File: src/rtl/aai_seq_pkg.sv
package aai_seq_pkg;

    localparam logic [7:0] OP_WR_EN     = 8'h06;
    localparam logic [7:0] OP_WR_DIS    = 8'h04;
    localparam logic [7:0] OP_RD_STAT   = 8'h05;
    localparam logic [7:0] OP_BYTE_PROG = 8'h02;
    localparam logic [7:0] OP_WORD_AAI  = 8'hAD;

    typedef enum logic [2:0] {
        FK_WREN,
        FK_WRDI,
        FK_STAT,
        FK_BYTE,
        FK_WORD_HEAD,
        FK_WORD_NEXT
    } frame_kind_t;

    typedef enum logic [3:0] {
        ST_IDLE,
        ST_WREN,
        ST_LEAD,
        ST_WORD,
        ST_WRDI,
        ST_TAIL_WREN,
        ST_TAIL_BYTE,
        ST_TAIL_WRDI,
        ST_POLL,
        ST_DONE
    } seq_state_t;

endpackage

File: src/rtl/aai_frame_mux.sv
module aai_frame_mux
    import aai_seq_pkg::*;
#(
    parameter int ADDR_BYTES = 3,
    parameter int IDX_W      = 3
) (
    input  frame_kind_t               kind,
    input  logic [IDX_W-1:0]          idx,
    input  logic [8*ADDR_BYTES-1:0]   addr,
    input  logic [7:0]                data,
    output logic [7:0]                tx_byte,
    output logic                      tx_last,
    output logic                      tx_is_data
);
    localparam int HEAD_LAST = ADDR_BYTES + 2;

    // Selects one address byte, most significant first, for idx 1..ADDR_BYTES.
    function automatic logic [7:0] addr_byte(input logic [8*ADDR_BYTES-1:0] a,
                                             input int pos);
        return 8'(a >> (8 * (ADDR_BYTES - pos)));
    endfunction

    always_comb begin
        tx_byte    = 8'h00;
        tx_last    = 1'b0;
        tx_is_data = 1'b0;
        unique case (kind)
            FK_WREN: begin
                tx_byte = OP_WR_EN;
                tx_last = 1'b1;
            end
            FK_WRDI: begin
                tx_byte = OP_WR_DIS;
                tx_last = 1'b1;
            end
            FK_STAT: begin
                if (idx == '0) begin
                    tx_byte = OP_RD_STAT;
                end else begin
                    tx_byte = 8'h00;
                    tx_last = 1'b1;
                end
            end
            FK_BYTE: begin
                if (idx == '0) begin
                    tx_byte = OP_BYTE_PROG;
                end else if (int'(idx) <= ADDR_BYTES) begin
                    tx_byte = addr_byte(addr, int'(idx));
                end else begin
                    tx_byte    = data;
                    tx_is_data = 1'b1;
                    tx_last    = 1'b1;
                end
            end
            FK_WORD_HEAD: begin
                if (idx == '0) begin
                    tx_byte = OP_WORD_AAI;
                end else if (int'(idx) <= ADDR_BYTES) begin
                    tx_byte = addr_byte(addr, int'(idx));
                end else begin
                    tx_byte    = data;
                    tx_is_data = 1'b1;
                    tx_last    = (int'(idx) == HEAD_LAST);
                end
            end
            FK_WORD_NEXT: begin
                if (idx == '0) begin
                    tx_byte = OP_WORD_AAI;
                end else begin
                    tx_byte    = data;
                    tx_is_data = 1'b1;
                    tx_last    = (int'(idx) == 2);
                end
            end
            default: begin
                tx_byte = 8'h00;
            end
        endcase
    end

endmodule

File: src/rtl/aai_addr_track.sv
module aai_addr_track #(
    parameter int ADDR_W = 24,
    parameter int LEN_W  = 16
) (
    input  logic              clk,
    input  logic              rst_n,
    input  logic              load,
    input  logic [ADDR_W-1:0] load_addr,
    input  logic [LEN_W-1:0]  load_len,
    input  logic              step,
    output logic [ADDR_W-1:0] cur_addr,
    output logic [LEN_W-1:0]  remaining,
    output logic [LEN_W-1:0]  accepted
);
    // One step per data byte: a word moves the address by two.
    always_ff @(posedge clk or negedge rst_n) begin
        if (!rst_n) begin
            cur_addr  <= '0;
            remaining <= '0;
            accepted  <= '0;
        end else if (load) begin
            cur_addr  <= load_addr;
            remaining <= load_len;
            accepted  <= '0;
        end else if (step) begin
            cur_addr  <= cur_addr + 1'b1;
            remaining <= remaining - 1'b1;
            accepted  <= accepted + 1'b1;
        end
    end

endmodule

File: src/rtl/aai_poll_guard.sv
module aai_poll_guard #(
    parameter int POLL_LIMIT = 4096
) (
    input  logic clk,
    input  logic rst_n,
    input  logic clear,
    input  logic busy_read,
    output logic expired
);
    localparam int CNT_W = $clog2(POLL_LIMIT + 1);

    logic [CNT_W-1:0] busy_cnt;

    assign expired = busy_read && (busy_cnt == CNT_W'(POLL_LIMIT - 1));

    always_ff @(posedge clk or negedge rst_n) begin
        if (!rst_n) begin
            busy_cnt <= '0;
        end else if (clear) begin
            busy_cnt <= '0;
        end else if (busy_read) begin
            busy_cnt <= busy_cnt + 1'b1;
        end
    end

endmodule

File: src/rtl/aai_word_prog_seq.sv
module aai_word_prog_seq
    import aai_seq_pkg::*;
#(
    parameter int ADDR_BYTES = 3,
    parameter int LEN_W      = 16,
    parameter int POLL_LIMIT = 4096
) (
    input  logic                    clk,
    input  logic                    rst_n,
    input  logic                    start,
    input  logic [8*ADDR_BYTES-1:0] start_addr,
    input  logic [LEN_W-1:0]        start_len,
    input  logic                    in_valid,
    input  logic [7:0]              in_data,
    output logic                    in_ready,
    output logic                    busy,
    output logic                    done,
    output logic                    err,
    output logic [LEN_W-1:0]        acc_count,
    output logic                    m_valid,
    output logic [7:0]              m_byte,
    output logic                    m_last,
    input  logic                    m_ready,
    input  logic                    m_done,
    input  logic [7:0]              m_rx
);
    localparam int ADDR_W = 8 * ADDR_BYTES;
    localparam int IDX_W  = $clog2(ADDR_BYTES + 3);

    seq_state_t        state_q, state_d, resume_q;
    logic [IDX_W-1:0]  idx_q;
    logic              wait_q;
    logic              first_word_q;
    logic              err_q;

    frame_kind_t       kind;
    logic              in_frame;
    logic [7:0]        tx_byte;
    logic              tx_last;
    logic              tx_is_data;
    logic              fire;
    logic              byte_done;
    logic              frame_end;
    logic              start_take;
    logic              stat_busy;
    logic              poll_enter;
    logic              poll_busy_read;
    logic              poll_expired;
    logic [ADDR_W-1:0] cur_addr;
    logic [LEN_W-1:0]  remaining;
    logic [LEN_W-1:0]  accepted;
    seq_state_t        middle_st;
    logic              unused_rx;

    assign unused_rx = ^m_rx[7:1];
    assign stat_busy = m_rx[0];

    aai_frame_mux #(
        .ADDR_BYTES (ADDR_BYTES),
        .IDX_W      (IDX_W)
    ) u_frame_mux (
        .kind       (kind),
        .idx        (idx_q),
        .addr       (cur_addr),
        .data       (in_data),
        .tx_byte    (tx_byte),
        .tx_last    (tx_last),
        .tx_is_data (tx_is_data)
    );

    aai_addr_track #(
        .ADDR_W (ADDR_W),
        .LEN_W  (LEN_W)
    ) u_addr_track (
        .clk       (clk),
        .rst_n     (rst_n),
        .load      (start_take),
        .load_addr (start_addr),
        .load_len  (start_len),
        .step      (fire && tx_is_data),
        .cur_addr  (cur_addr),
        .remaining (remaining),
        .accepted  (accepted)
    );

    aai_poll_guard #(
        .POLL_LIMIT (POLL_LIMIT)
    ) u_poll_guard (
        .clk       (clk),
        .rst_n     (rst_n),
        .clear     (poll_enter),
        .busy_read (poll_busy_read),
        .expired   (poll_expired)
    );

    // Byte-level handshake terms shared by the two processes below.
    assign start_take     = (state_q == ST_IDLE) && start;
    assign fire           = m_valid && m_ready;
    assign byte_done      = wait_q && m_done;
    assign frame_end      = byte_done && tx_last;
    assign poll_enter     = (state_q != ST_POLL) && (state_d == ST_POLL);
    assign poll_busy_read = (state_q == ST_POLL) && frame_end && stat_busy;
    assign middle_st      = (remaining >= LEN_W'(2)) ? ST_WORD : ST_WRDI;

    // State register and per-frame bookkeeping.
    always_ff @(posedge clk or negedge rst_n) begin
        if (!rst_n) begin
            state_q      <= ST_IDLE;
            resume_q     <= ST_IDLE;
            idx_q        <= '0;
            wait_q       <= 1'b0;
            first_word_q <= 1'b0;
            err_q        <= 1'b0;
        end else begin
            state_q <= state_d;
            if (fire) begin
                wait_q <= 1'b1;
            end else if (byte_done) begin
                wait_q <= 1'b0;
            end
            if (start_take || frame_end) begin
                idx_q <= '0;
            end else if (byte_done) begin
                idx_q <= idx_q + 1'b1;
            end
            if (poll_enter) begin
                resume_q <= state_q;
            end
            if (start_take) begin
                first_word_q <= 1'b1;
            end else if ((state_q == ST_WORD) && frame_end) begin
                first_word_q <= 1'b0;
            end
            if (start_take) begin
                err_q <= 1'b0;
            end else if (poll_expired) begin
                err_q <= 1'b1;
            end
        end
    end

    // Next-state selection.
    always_comb begin
        state_d = state_q;
        unique case (state_q)
            ST_IDLE: begin
                if (start) begin
                    state_d = (start_len == '0) ? ST_DONE : ST_WREN;
                end
            end
            ST_WREN: begin
                if (frame_end) begin
                    state_d = cur_addr[0] ? ST_LEAD : middle_st;
                end
            end
            ST_LEAD, ST_WORD, ST_WRDI, ST_TAIL_BYTE: begin
                if (frame_end) begin
                    state_d = ST_POLL;
                end
            end
            ST_TAIL_WREN: begin
                if (frame_end) begin
                    state_d = ST_TAIL_BYTE;
                end
            end
            ST_TAIL_WRDI: begin
                if (frame_end) begin
                    state_d = ST_DONE;
                end
            end
            ST_POLL: begin
                if (frame_end) begin
                    if (stat_busy) begin
                        state_d = poll_expired ? ST_DONE : ST_POLL;
                    end else begin
                        unique case (resume_q)
                            ST_LEAD, ST_WORD: state_d = middle_st;
                            ST_WRDI:          state_d = (remaining != '0) ? ST_TAIL_WREN : ST_DONE;
                            ST_TAIL_BYTE:     state_d = ST_TAIL_WRDI;
                            default:          state_d = ST_DONE;
                        endcase
                    end
                end
            end
            ST_DONE: begin
                state_d = ST_IDLE;
            end
            default: begin
                state_d = ST_IDLE;
            end
        endcase
    end

    // Outputs and frame selection from the current state.
    always_comb begin
        kind     = FK_WREN;
        in_frame = 1'b1;
        unique case (state_q)
            ST_WREN, ST_TAIL_WREN: kind = FK_WREN;
            ST_WRDI, ST_TAIL_WRDI: kind = FK_WRDI;
            ST_LEAD, ST_TAIL_BYTE: kind = FK_BYTE;
            ST_WORD:               kind = first_word_q ? FK_WORD_HEAD : FK_WORD_NEXT;
            ST_POLL:               kind = FK_STAT;
            default:               in_frame = 1'b0;
        endcase
        m_valid   = in_frame && !wait_q && (!tx_is_data || in_valid);
        m_byte    = tx_byte;
        m_last    = tx_last;
        in_ready  = in_frame && !wait_q && tx_is_data && m_ready;
        busy      = (state_q != ST_IDLE);
        done      = (state_q == ST_DONE);
        err       = (state_q == ST_DONE) && err_q;
        acc_count = accepted;
    end

endmodule

File: config.mk
export PLATFORM = sky130hd
export DESIGN_NAME = aai_word_prog_seq
export DESIGN_NICKNAME = d
export VERILOG_FILES = /design/src/rtl/aai_seq_pkg.sv /design/src/rtl/aai_frame_mux.sv /design/src/rtl/aai_addr_track.sv /design/src/rtl/aai_poll_guard.sv /design/src/rtl/aai_word_prog_seq.sv
export SDC_FILE = /design/constraint.sdc
export NUM_CORES = 1
export LEC_CHECK = 0
export BUFFER_PORTS_ARGS = -buffer_cell sky130_fd_sc_hd__buf_4
export CORE_MARGIN = 5
export CORE_UTILIZATION = 45
export DETAILED_ROUTE_END_ITERATION = 16
export GPL_ROUTABILITY_DRIVEN = 1
export PLACE_DENSITY = 0.66
export SKIP_CTS_REPAIR_TIMING = 1
export SKIP_LAST_GASP = 1
export SYNTH_ARGS = -nofsm -noshare
export SYNTH_HDL_FRONTEND = slang
export SYNTH_SLANG_ARGS = --single-unit
File: constraint.sdc
create_clock -name clk -period 3.8 [get_ports clk]
set_input_delay 0.19 -clock clk [delete_from_list [all_inputs] [get_ports clk]]
set_output_delay 0.19 -clock clk [all_outputs]
set_load 0.05 [all_outputs]
==> flow_summary.json, run 1 <==
{
  "run_status": "completed",
  "post_route_cells_drive_above_1_share_pct": 17.1,
  "setup_tns_ps": 0,
  "postLayoutSetupSlackWorst_ps": 443,
  "synthToLayoutAreaGrowth_pct": 19.1,
  "yosysTopAreaCellShare_pct": 37.8,
  "core_footprint_um2": 12000,
  "kind_of_end_point_of_the_critical_path": "register",
  "wl_per_cell_um": 18.1,
  "timing.max_cap.violations": 0,
  "path_class": "register to register",
  "grt_max_degree": 58,
  "grt_pass1_vias": 5159,
  "route.final.wire_length_um": 15800,
  "synth.distinct_cells": 64,
  "cts.path.max_buffers": 2,
  "ff2ff_setup_slack_ps": 440,
  "layout.filler_cells": 1099,
  "antenna_cells": 0,
  "power.clock.fraction_pct": 20.0,
  "clk-insertion-delay-late_ps": 350,
  "place.gp.congestion": 0.906,
  "seqPwrFrac_pct": 34.7,
  "final-max-slew-violation-count": 0,
  "rr_startpoint": "idx_q[1]",
  "critPathLaunchType": "register",
  "dp_slack_ps": 494,
  "swShare_pct": 46.1,
  "clk_pin_slew_worst_paths_ps": 60,
  "rsz0062_at_grt": "no",
  "ys_top_cells_by_area": "sky130_fd_sc_hd__dfrtp_1, sky130_fd_sc_hd__o21ai_0, sky130_fd_sc_hd__a21oi_1, sky130_fd_sc_hd__nor2_1, sky130_fd_sc_hd__nand2_1",
  "commonest_non_fill_non_tap_cell_in_the_layout": "sky130_fd_sc_hd__buf_4",
  "clock_tree.htree_level_count": 3,
  "cellLeakagePower_uw": 0.00256,
  "final_min_period_over_clock_period_pct": 88.3,
  "1st_iter_drt_viols": 460,
  "path_max_fanout": 13,
  "tritoncts": "done",
  "timing.rr.end": "u_poll_guard.busy_cnt[2]",
  "synth-seq-cells": 83,
  "wire_length_of_the_first_global_routing_pass_um": 26200,
  "power_density_nw_per_um2": 678,
  "row_count": 40,
  "floorplan.die_area_um2": 14500,
  "routed_vias_inst": 6.21,
  "synth_top_flop_cell": "sky130_fd_sc_hd__dfrtp_1",
  "final_antenna_net_count": 0,
  "floorplan.initialDensity_pct": 45.8,
  "detailroute.via_count": 5439,
  "worst_ep_arrival_time_ps": 3600,
  "slew_headroom_pct": 25.4,
  "grt_overflow": 0,
  "hold_path_class": "input pin to register",
  "drt_pre_antenna_iters": 5,
  "p_switching_uw": 2050,
  "clock-skew-final_ps": 6.88,
  "min_period_ps": 3360,
  "critical_path_required_ps": 4040,
  "remaining_drc_errors": 0,
  "layout.nets": 797,
  "yosysSeqAreaShare_pct": 37.8,
  "place_hpwl_um": 11300,
  "holdWs_ps": 43.5,
  "chipHeight_um": 121,
  "timing.fmax_mhz": 298,
  "boundaryPins": 92,
  "cts_root_buf": "sky130_fd_sc_hd__clkbuf_16",
  "syn-mean-instance-area_um2": 8.35,
  "ir_worst_vdd_uv": 300,
  "worstSetupEndpoint": "u_poll_guard.busy_cnt[2]",
  "dieWidth_um": 121,
  "placement.io_buffers": 84,
  "synth_enable_flop_cells": 0,
  "synth_fp_nets": 731,
  "clock_sink_count": 83,
  "worstRegToRegCells": 7,
  "antenna_violations_before_repair": 0,
  "commonest_cells_after_routing_fill_and_taps_aside": "sky130_fd_sc_hd__buf_4, sky130_fd_sc_hd__dfrtp_1, sky130_fd_sc_hd__o21ai_0",
  "power.combinational.fraction_pct": 45.3,
  "slew_worst_pin_ps": 1110,
  "internal-power_uw": 2390,
  "timing.hold.worst.start": "start_addr[22]",
  "timing_hold_violations_final": 0,
  "synth_top_cell_by_area": "sky130_fd_sc_hd__dfrtp_1",
  "total_routing_usage_reported_by_global_routing_pct": 22.3,
  "syn_inst": 659,
  "mappedNetlistArea_um2": 5500,
  "async_flop_share_pct": 100,
  "critical_path.startpoint": "idx_q[1]",
  "cts_inserted_buffers": 9,
  "p_total_uw": 4440,
  "yosys_warnings": 0,
  "setup_violations": 0
}
[how the worst min path moves through the flow]
stage	end	slack [ps]	cells past startpoint
global placement	u_addr_track.cur_addr[23]	270	1
global route	u_addr_track.cur_addr[22]	50	3
CTS	u_addr_track.cur_addr[23]	-100	1
floorplan	err_q	-110	0
detailed placement	u_addr_track.cur_addr[23]	280	1
finish	u_addr_track.cur_addr[22]	40	3
[metrics by stage]
| stage | utilization, % | instance area [um2] | instances |
|---|---|---|---|
| floorplan | - | 5500 | 659 |
| global placement | 52.0 | 6250 | 860 |
| detailed placement | 52.0 | 6250 | 860 |
| CTS | 54.4 | 6540 | 875 |
| global route | 54.5 | 6550 | 876 |
| finish | 54.5 | 6550 | 876 |
[cell usage after synthesis (9+ instances only)]
master	n
sky130_fd_sc_hd__a21oi_1	42
sky130_fd_sc_hd__or4_1	11
sky130_fd_sc_hd__clkbuf_1	37
sky130_fd_sc_hd__dfrtp_1	83
sky130_fd_sc_hd__nor3_1	20
sky130_fd_sc_hd__and3_1	12
sky130_fd_sc_hd__mux2i_1	9
sky130_fd_sc_hd__xnor2_1	20
sky130_fd_sc_hd__xor2_1	9
sky130_fd_sc_hd__inv_1	19
sky130_fd_sc_hd__o31ai_1	16
sky130_fd_sc_hd__ha_1	10
sky130_fd_sc_hd__nor4_1	28
sky130_fd_sc_hd__and2_1	11
sky130_fd_sc_hd__nand4_1	23
sky130_fd_sc_hd__a31oi_1	15
sky130_fd_sc_hd__or3_1	18
sky130_fd_sc_hd__nor2_1	50
sky130_fd_sc_hd__o21ai_0	52
sky130_fd_sc_hd__nand3_1	34
sky130_fd_sc_hd__nand2_1	49
[sequential cells by signal (all words and copies together), names as in the netlist]
signal                  cells
err_q                       1
state_q                     4
wait_q                      1
first_word_q                1
u_addr_track.cur_addr      24
u_poll_guard.busy_cnt      13
resume_q                    4
idx_q                       3
u_addr_track.remaining     16
u_addr_track.accepted      16
[metal layers]
| metal | vias up | track usage [%] | routed length (um) |
|---|---|---|---|
| li1 | 2604 | - | - |
| met1 | 2642 | 32.7 | 7550 |
| met2 | 176 | 32.7 | 7040 |
| met3 | 17 | 4.54 | 1010 |
| met4 | 0 | 7.29 | 228 |
| met5 | - | 0 | 0 |
[final cells by class]
| class | instances | area [um2] | share of cell area (%) |
|---|---|---|---|
| multi-input cells | 514 | 3190 | 48.6 |
| flip-flops and latches | 83 | 2080 | 31.7 |
| repair buffers | 98 | 738 | 11.3 |
| clock buffers | 11 | 243 | 3.71 |
| well taps | 147 | 184 | 2.81 |
| inverters | 19 | 71.3 | 1.09 |
| clock inverters | 4 | 51.3 | 0.783 |
[power groups by stage]
stage | registers (uW) | logic, uW | clock network [uW]
2_1_floorplan | 1360 | 1540 | 0
3_3_place_gp | 1520 | 1960 | 0
3_5_place_dp | 1530 | 1990 | 0
4_1_cts | 1520 | 2000 | 902
5_1_grt | 1580 | 2200 | 942
6_report | 1540 | 2010 | 890
[worst max-delay path, stage by stage, from the launching register on]
cell and delay, ps:
sky130_fd_sc_hd__dfrtp_1 670, sky130_fd_sc_hd__inv_1 130, sky130_fd_sc_hd__ha_1 310, sky130_fd_sc_hd__or4b_2 690, sky130_fd_sc_hd__a31oi_1 310, sky130_fd_sc_hd__or3_1 330
sky130_fd_sc_hd__nand3_1 390, sky130_fd_sc_hd__o41ai_1 410
[cell families after synthesis]
group           after synthesis  synth area share [%]
buf+inv                      62                  4.44
simple gates                289                  28.6
xor+xnor                     29                  4.62
mux                          14                  2.66
fa+ha+maj                    10                  2.27
flops                        83                  37.8
compound gates              172                  19.6
Power figures use the tool's default switching activity.
==> run 2: changes to the inputs <==
Settings changed: CORE_UTILIZATION 45 to 52, PLACE_DENSITY 0.66 to 0.78.
Clock period 3.8 ns to 2.8 ns, I/O delays scaled along.
==> run 2 against run 1 <==
  * The flow now finishes with violations (negative hold slack)
  * Register-to-register slack worse by 390 ps
  * Clock-buffer cell count shrank 1
  * Combinational power grew 47%
  * Setup slack lost 390 ps
  * Maximum frequency grew 22%
  * Cell count up 1.9%
  * Wire length rose by 2.4%
  * Die area down 12%
  * Largest cell class unchanged
==> flow_summary.json, run 2 (synthesis results as in run 1) <==
{
  "holdWs_ps": -19.5,
  "dieWidth_um": 113,
  "route.final.wire_length_um": 16200,
  "setup_violations": 0,
  "internal-power_uw": 3270,
  "worst_ep_arrival_time_ps": 3050,
  "grt_overflow": 0,
  "registers.top_by_ff_count": "u_addr_track.cur_addr",
  "dpl.cell_count": 865,
  "grt_pass1_vias": 5277,
  "drt_pre_antenna_iters": 5,
  "boundaryPins": 92,
  "rsz0062_at_grt": "yes",
  "path_class": "register to register",
  "final_cells": 893,
  "min_period_ps": 2750,
  "commonest_cells_after_routing_fill_and_taps_aside": "sky130_fd_sc_hd__buf_4, sky130_fd_sc_hd__dfrtp_1, sky130_fd_sc_hd__o21ai_0",
  "reg.largest.list": "u_addr_track.cur_addr (24), u_addr_track.accepted (16), u_addr_track.remaining (16)",
  "slew_headroom_pct": 50.9,
  "place.gp.congestion": 0.931,
  "path_max_fanout": 7,
  "kind_of_end_point_of_the_critical_path": "register",
  "remaining_drc_errors": 0,
  "ff2ff_setup_slack_ps": 50,
  "dp_slack_ps": 90.0,
  "timing.fmax_mhz": 364,
  "row_count": 37,
  "power.clock.fraction_pct": 18.2,
  "cts_inserted_buffers": 9,
  "final-max-slew-violation-count": 0,
  "detailroute.via_count": 5639,
  "power_density_nw_per_um2": 901,
  "floorplan.die_area_um2": 12700,
  "p_switching_uw": 2790,
  "post_route_cells_drive_above_1_share_pct": 19.7,
  "critical_path_required_ps": 3100,
  "largest_register_ff_count": 24,
  "antenna_cells": 0,
  "ir_worst_vdd_uv": 788,
  "stdcell_area_um2": 6740,
  "floorplan.initialDensity_pct": 53.3,
  "routed_vias_inst": 6.31,
  "sequential_standard_cell_area_um2": 2080,
  "core_footprint_um2": 10300,
  "postLayoutSetupSlackWorst_ps": 50.4,
  "clk_pin_slew_worst_paths_ps": 100,
  "clock-skew-final_ps": 12.7,
  "seqPwrFrac_pct": 33.2,
  "final_min_period_over_clock_period_pct": 98.2,
  "layout.filler_cells": 857,
  "cellLeakagePower_uw": 0.00267,
  "run_status": "finished, violations left",
  "place_hpwl_um": 11300,
  "chipHeight_um": 113,
  "synthToLayoutAreaGrowth_pct": 22.5,
  "1st_iter_drt_viols": 494,
  "multiInputGateArea_um2": 3200,
  "setup_tns_ps": 0,
  "clock_sink_count": 83,
  "cts.path.max_buffers": 2,
  "swShare_pct": 46.1,
  "final_antenna_net_count": 0,
  "utilization_pct": 65.3,
  "cts_root_buf": "sky130_fd_sc_hd__clkbuf_8",
  "antenna_violations_before_repair": 0,
  "commonest_non_fill_non_tap_cell_in_the_layout": "sky130_fd_sc_hd__buf_4",
  "total_routing_usage_reported_by_global_routing_pct": 24.6,
  "wl_per_cell_um": 18.1,
  "layout.nets": 824,
  "tritoncts": "done",
  "clock_tree.htree_level_count": 3,
  "critPathLaunchType": "register",
  "clk-insertion-delay-late_ps": 360,
  "instance_area_after_placement_um2": 6370,
  "placement.io_buffers": 84,
  "hold_path_class": "input pin to register",
  "slew_worst_pin_ps": 736,
  "timing.max_cap.violations": 0,
  "timing_hold_violations_final": 4,
  "failing_checks": "negative hold slack",
  "power.combinational.fraction_pct": 48.7,
  "grt_max_degree": 67,
  "wire_length_of_the_first_global_routing_pass_um": 25900
}
-- run 2: changes by cell type in the layout (fill, tap and decap cells not counted), moves of 2 or more --
| cell | before | now |
|---|---|---|
| sky130_fd_sc_hd__bufinv_16 | 1 | 3 |
| sky130_fd_sc_hd__clkbuf_16 | 9 | 0 |
| sky130_fd_sc_hd__clkbuf_8 | 1 | 10 |
| sky130_fd_sc_hd__buf_4 | 97 | 115 |
| sky130_fd_sc_hd__dlygate4sd3_1 | 1 | 9 |
-- run 2: worst paths after layout --
kind / from / end / depth (start not counted)
setup / recovery: idx_q[0] / state_q[2] / 7
hold / removal: start_addr[2] / u_addr_track.cur_addr[2] / 3
setup reg to reg: idx_q[0] / state_q[2] / 7
hold reg to reg: err_q / err_q / 1
max in group asynchronous: rst_n / state_q[1] / 3
min in group asynchronous: rst_n / u_addr_track.cur_addr[12] / 2
-- run 2: power by group through the flow --
stage | Clock [uW] | Sequential [uW] | Combinational, uW
2_1_floorplan | 0 | 1840 | 2110
4_1_cts | 1120 | 1980 | 2900
3_3_place_gp | 0 | 1970 | 2820
6_report | 1100 | 2010 | 2950
3_5_place_dp | 0 | 2000 | 2880
5_1_grt | 1160 | 2060 | 3220
-- run 2: critical path, stage by stage (launching register included) --
cell and delay, ps:
sky130_fd_sc_hd__dfrtp_1 350, sky130_fd_sc_hd__inv_1 120, sky130_fd_sc_hd__ha_1 230, sky130_fd_sc_hd__or4b_2 660, sky130_fd_sc_hd__a31oi_1 400, sky130_fd_sc_hd__nand3_1 170
sky130_fd_sc_hd__a2111oi_0 550, sky130_fd_sc_hd__a311o_1 210
-- run 2: final cells by class --
class                      instances  area share, %
tap                              136           2.53
inverter                          19           1.06
timing repair buffer             125           14.4
clock inverter                     6           1.65
clock buffer                      10           2.04
sequential                        83           30.8
multi-input combinational        514           47.4
-- run 2: per-layer routing --
metal,GRT usage (%),vias to the layer above,share of wire [%]
li1,-,2656,-
met1,34.8,2706,44
met2,38.8,258,48
met3,5.51,19,7.8
met4,5.29,0,0.83
met5,0,-,0
-- run 2: per-stage QoR --
step	power, uW	hold WS (ps)
final	6070	-19.5
after global placement	4790	242
after global routing	6440	0.202
after floorplan	3950	-156
after CTS	6000	-150
after detailed placement	4880	251
